--- config.mk ---
export PLATFORM = sky130hd
export DESIGN_NAME = sr_rotator
export DESIGN_NICKNAME = d
export VERILOG_FILES = /design/src/rtl/sr_pkg.sv /design/src/rtl/sr_cos_terms.sv /design/src/rtl/sr_root_half.sv /design/src/rtl/sr_out_stage.sv /design/src/rtl/sr_rotator.sv
export SDC_FILE = /design/constraint.sdc
export NUM_CORES = 1
export LEC_CHECK = 0
export ABC_AREA = 0
export CORE_MARGIN = 2
export CORE_UTILIZATION = 60
export DETAILED_ROUTE_END_ITERATION = 8
export DONT_BUFFER_PORTS = 1
export GPL_TIMING_DRIVEN = 0
export PLACE_DENSITY = 0.75
export SLEW_MARGIN = 20
export SYNTH_ARGS = -nofsm -noshare
export SYNTH_HDL_FRONTEND = slang
export SYNTH_HIERARCHICAL = 1
export SYNTH_SLANG_ARGS = --single-unit
export TNS_END_PERCENT = 30
--- constraint.sdc ---
create_clock -name clk -period 20.7 [get_ports clk]
set_input_delay 4.14 -clock clk [delete_from_list [all_inputs] [get_ports clk]]
set_output_delay 4.14 -clock clk [all_outputs]
set_load 0.005 [all_outputs]
--- src/rtl/sr_pkg.sv ---
package sr_pkg;

    // Output stage variant
    typedef enum logic {
        MODE_COMB = 1'b0,
        MODE_REG  = 1'b1
    } sr_mode_e;

    // Shift amounts of the shared cosine partial-term chain
    localparam int unsigned SH_P  = 4;   // p = g - (g >> SH_P)
    localparam int unsigned SH_Q  = 3;   // q = p + (g >> SH_Q)
    localparam int unsigned SH_R  = 10;  // r = p + (q >> SH_R)
    localparam int unsigned SH_C3 = 1;   // C3 = (g >> SH_C3) - (r >> SH_C3R)
    localparam int unsigned SH_C3R = 3;
    localparam int unsigned SH_C1 = 6;   // C1 = r - (p >> SH_C1)

    // Shift amounts of the root-half chain
    localparam int unsigned SH_U  = 2;   // u = a + (a >> SH_U)
    localparam int unsigned SH_W  = 2;   // w = u >> SH_W
    localparam int unsigned SH_V  = 6;   // v = u + (w >> SH_V)
    localparam int unsigned SH_Y  = 6;   // y = s + (v >> SH_Y)

    // Guard bits added to the operand width inside the datapath
    localparam int unsigned GUARD = 2;

endpackage

--- src/rtl/sr_cos_terms.sv ---
module sr_cos_terms
    import sr_pkg::*;
#(
    parameter int unsigned W = 18
) (
    input  logic signed [W-1:0] g,
    output logic signed [W-1:0] c1,
    output logic signed [W-1:0] c3
);

    logic signed [W-1:0] p;
    logic signed [W-1:0] q;
    logic signed [W-1:0] r;

    always_comb begin
        p  = g - (g >>> SH_P);
        q  = p + (g >>> SH_Q);
        r  = p + (q >>> SH_R);
        c3 = (g >>> SH_C3) - (r >>> SH_C3R);
        c1 = r - (p >>> SH_C1);
    end

endmodule

--- src/rtl/sr_root_half.sv ---
module sr_root_half
    import sr_pkg::*;
#(
    parameter int unsigned W = 18
) (
    input  logic signed [W-1:0] a,
    output logic signed [W-1:0] y
);

    logic signed [W-1:0] u;
    logic signed [W-1:0] w;
    logic signed [W-1:0] s;
    logic signed [W-1:0] v;

    always_comb begin
        u = a + (a >>> SH_U);
        w = u >>> SH_W;
        s = a - w;
        v = u + (w >>> SH_V);
        y = s + (v >>> SH_Y);
    end

endmodule

--- src/rtl/sr_out_stage.sv ---
module sr_out_stage
    import sr_pkg::*;
#(
    parameter int unsigned DW   = 54,
    parameter sr_mode_e    MODE = MODE_REG
) (
    input  logic          clk,
    input  logic          rst,
    input  logic          d_vld,
    input  logic [DW-1:0] d,
    output logic          q_vld,
    output logic [DW-1:0] q
);

    generate
        if (MODE == MODE_REG) begin : g_reg
            logic          vld_r;
            logic [DW-1:0] dat_r;

            always_ff @(posedge clk) begin
                if (rst) begin
                    vld_r <= 1'b0;
                    dat_r <= '0;
                end else begin
                    vld_r <= d_vld;
                    if (d_vld) begin
                        dat_r <= d;
                    end
                end
            end

            assign q_vld = vld_r;
            assign q     = dat_r;
        end else begin : g_comb
            logic unused_clk;
            assign unused_clk = clk ^ rst;
            assign q_vld = d_vld;
            assign q     = d;
        end
    endgenerate

endmodule

--- src/rtl/sr_rotator.sv ---
module sr_rotator
    import sr_pkg::*;
#(
    parameter int unsigned IN_W = 16,
    parameter sr_mode_e    MODE = MODE_REG
) (
    input  logic                     clk,
    input  logic                     rst,
    input  logic                     in_vld,
    input  logic signed [IN_W-1:0]   g6_i,
    input  logic signed [IN_W-1:0]   g7_i,
    input  logic signed [IN_W-1:0]   a_i,
    output logic                     out_vld,
    output logic signed [IN_W+1:0]   h6_o,
    output logic signed [IN_W+1:0]   h7_o,
    output logic signed [IN_W+1:0]   half_o
);

    localparam int unsigned IW    = IN_W + GUARD;
    localparam int unsigned NLANE = 3;
    localparam int unsigned DW    = NLANE * IW;

    typedef struct packed {
        logic signed [IW-1:0] h6;
        logic signed [IW-1:0] h7;
        logic signed [IW-1:0] half;
    } sr_res_t;

    logic signed [IW-1:0] g6_x;
    logic signed [IW-1:0] g7_x;
    logic signed [IW-1:0] a_x;

    assign g6_x = IW'(g6_i);
    assign g7_x = IW'(g7_i);
    assign a_x  = IW'(a_i);

    logic signed [IW-1:0] c1_g6;
    logic signed [IW-1:0] c3_g6;
    logic signed [IW-1:0] c1_g7;
    logic signed [IW-1:0] c3_g7;
    logic signed [IW-1:0] half_c;

    sr_cos_terms #(.W(IW)) u_terms_g6 (
        .g  (g6_x),
        .c1 (c1_g6),
        .c3 (c3_g6)
    );

    sr_cos_terms #(.W(IW)) u_terms_g7 (
        .g  (g7_x),
        .c1 (c1_g7),
        .c3 (c3_g7)
    );

    sr_root_half #(.W(IW)) u_half (
        .a (a_x),
        .y (half_c)
    );

    sr_res_t res_c;
    sr_res_t res_q;

    always_comb begin
        res_c.h6   = c1_g7 - c3_g6;
        res_c.h7   = c1_g6 + c3_g7;
        res_c.half = half_c;
    end

    logic [DW-1:0] res_q_bits;

    sr_out_stage #(.DW(DW), .MODE(MODE)) u_out (
        .clk   (clk),
        .rst   (rst),
        .d_vld (in_vld),
        .d     (res_c),
        .q_vld (out_vld),
        .q     (res_q_bits)
    );

    assign res_q  = sr_res_t'(res_q_bits);
    assign h6_o   = res_q.h6;
    assign h7_o   = res_q.h7;
    assign half_o = res_q.half;

endmodule

==> results.md <==
- Slew HR: 36.61%
- Synthesis-to-finish area growth: 3.807%
- Routed vias/inst: 6.108
- Initial DRC count: 747
- Final Max Tran Viols: 0
- Port Buffers: 0
- RSZ-0062 raised after global routing: false
- Post-CTS Resized: 0
- Num CTS Buffers: 5
- Avg Cell Area, Syn: 7.768 µm²
- Startpoint Class: input pin
- #FFs+latches synth: 55
- Most Frequent Cell on Critical Path: ha_1
- Ant. Diodes: 0
- Worst Setup EP: u_out/q[35]
- CP max stage cell: xnor2_1
- Reg2Reg Capture Point: u_out/q[52]
- Initial Util: 61.02%
- Post-route clock period utilization: 66.36%
- Total track usage: 29.19%
- Synth area leader: ha_1
- Routed wire length: 35.83 mm
- RePlAce Congestion: 0.9604
- Initial DRT Pass Iterations: 8
- Post-synth top area share: 22.26%
- Later-pin clock latency in the skew report: 300 ps
- Crit. Startpoint: g7_i[5]
- Die height: 155.5 µm
- Count of cell types in the netlist: 112
- Post-CTS Hold Fix Bufs: 0
- Layout Skew: 0 ps
- Final ANT Viol Nets: 0
- Seq/Total Area, Yosys: 7.994%
- Critical path type: input pin to flip-flop
- Vias in the first global route: 11770
- DRC: 0
- Total number of vias: 12620
- Syn Nets: 2093
- Worst-case reg-to-reg path depth: 2
- # rows: 55
- Die Width: 155.5 µm
- Status: completed
- Largest net degree at the start of global routing: 20
- Crit Path Max Fanout: 10
- Reg2reg start: u_out/q[52]
- Mapped Area: 13770 µm²
- Full die area: 24180 µm²
- Crit path required time: 20870 ps
- Postcts setup bufs: 0
- List of most frequent post-synthesis cells: ha_1 (245), nor2_1 (198), inv_1 (161), xnor2_1 (133), a21oi_1 (123)
- Max-cap violations: 0
- Top-count cell post-synth: ha_1
- Syn Inst Count: 1773
- Clock root cell: clkbuf_16
- Ys Warns: 6
- Final setup fails: 0
- Final Hold Fails: 0
- Core ar.: 22570 µm²
- Drt wl/cell: 17.34 µm
- Sink Count: 55
- Tmin final: 13740 ps
- Global route overflow: 0
- Tightest Pin Transition: 944.0 ps
- Maximum buffer depth of the clock tree: 2
- Top_reg_cell synth: dfxtp_1
- # nets final: 2100
- H-Tree Depth: 2
- Layout cells sized above 1: 4.380%
- R2r setup slk: 20030 ps
- Endpoint type of the worst setup path: flip-flop
- Post-synth EDFFs: 0
- Crit-path max cell delay: 730 ps
- DPL Wire Length: 30.38 mm
- Synth top area cells: ha_1 (22%), xnor2_1 (8.5%), dfxtp_1 (8.0%), nor2_1 (5.4%), mux2i_1 (4.6%)
- Initial antenna violation count: 1
- Global-route wire length before repair: 57.70 mm
- Arr. time, crit path: 13910 ps
- CTS tree: built
- Setup TNS: 0 ps
- Fmax: 72.80 MHz
- I/O Pins: 106
- Async S/R FF share, synth: 0%
- CTS clock-pin slew for the worst setup and hold paths: 80 ps
- Min-Delay Path Class: flip-flop to flip-flop
## through the flow
step / instance area, µm² / std cells / setup slack (ps) / hold WS (ps) / util [%]
floorplan: 13770 / 1773 / 8177 / 485.0 / -
global placement: 14130 / 2058 / 6865 / 501.9 / 62.60
detailed placement: 14130 / 2058 / 6785 / 510.6 / 62.60
CTS: 14300 / 2066 / 7066 / 529.1 / 63.34
global route: 14300 / 2066 / 6128 / 546.6 / 63.34
finish: 14300 / 2066 / 6964 / 521.0 / 63.34
## worst min-delay path by stage
stage / depth (start not counted) / slack [ps] / end / start
floorplan: 2 / 480 / u_out/q[10] / u_out/q[10]
global placement: 2 / 500 / u_out/q[53] / u_out/q[53]
detailed placement: 2 / 510 / u_out/q[53] / u_out/q[53]
CTS: 2 / 530 / u_out/q[53] / u_out/q[53]
global route: 2 / 550 / u_out/q[1] / u_out/q[1]
finish: 2 / 520 / u_out/q[1] / u_out/q[1]
## worst max-delay path: cells and delay by family
kind | cells | cell delay (ps)
AOI/OAI and AO/OA | 20 | 4450
and+or+nand+nor | 11 | 2100
adders and majority gates | 5 | 1670
xor gates and xnor gates | 4 | 1290
muxes | 1 | 150
buffers and inverters | 2 | 100
## layer usage
metal	share of wire [%]	up-vias	global-route usage, %
met5	0.036	-	0
met4	2.2	2	7.645
met3	6.4	48	4.652
met2	44	320	47.81
met1	47	5836	39.97
li1	-	6414	-
## state kept, by name, indices dropped and copies added, names as in the netlist
| signal | cells |
|---|---|
| u_out/q_vld | 1 |
| u_out/q | 54 |
## cell families after synthesis
kind of cell             count (synthesis)  synth area share (%)
multiplexers                            64                 4.660
buffers and inverters                  180                 5.668
AND/OR/NAND/NOR                        539                 18.75
AO/OA/AOI/OAI                          468                 24.16
adder cells (fa/ha/maj)                269                 25.74
flip-flops                              55                 7.994
XOR/XNOR                               198                 13.02
## cell type report
class	count	area [µm²]
Multi-Input combinational cell	1538	11890
Fill cell	2032	8274
Sequential cell	55	1101
Inverter	164	620.6
Tap cell	285	356.6
Buffer	16	160.2
Clock buffer	6	128.9
Clock inverter	2	38.79
## cells in the final DEF (no fill, tap or decap), drive strengths merged, types with 23 or more instances in the layout
cell type / count
mux2i: 63
or3: 27
inv: 163
xor2: 63
nor3: 49
xnor2: 134
a21o: 44
o21a: 31
ha: 245
dfxtp: 55
a21oi: 128
o21ai: 85
nand3: 37
fa: 24
nand2: 98
nor2: 198
nor2b: 27
nand2b: 28
a211oi: 23
Power is not shown: default switching activity piles up to over one toggle a cycle in this logic, so the estimate is an artifact.
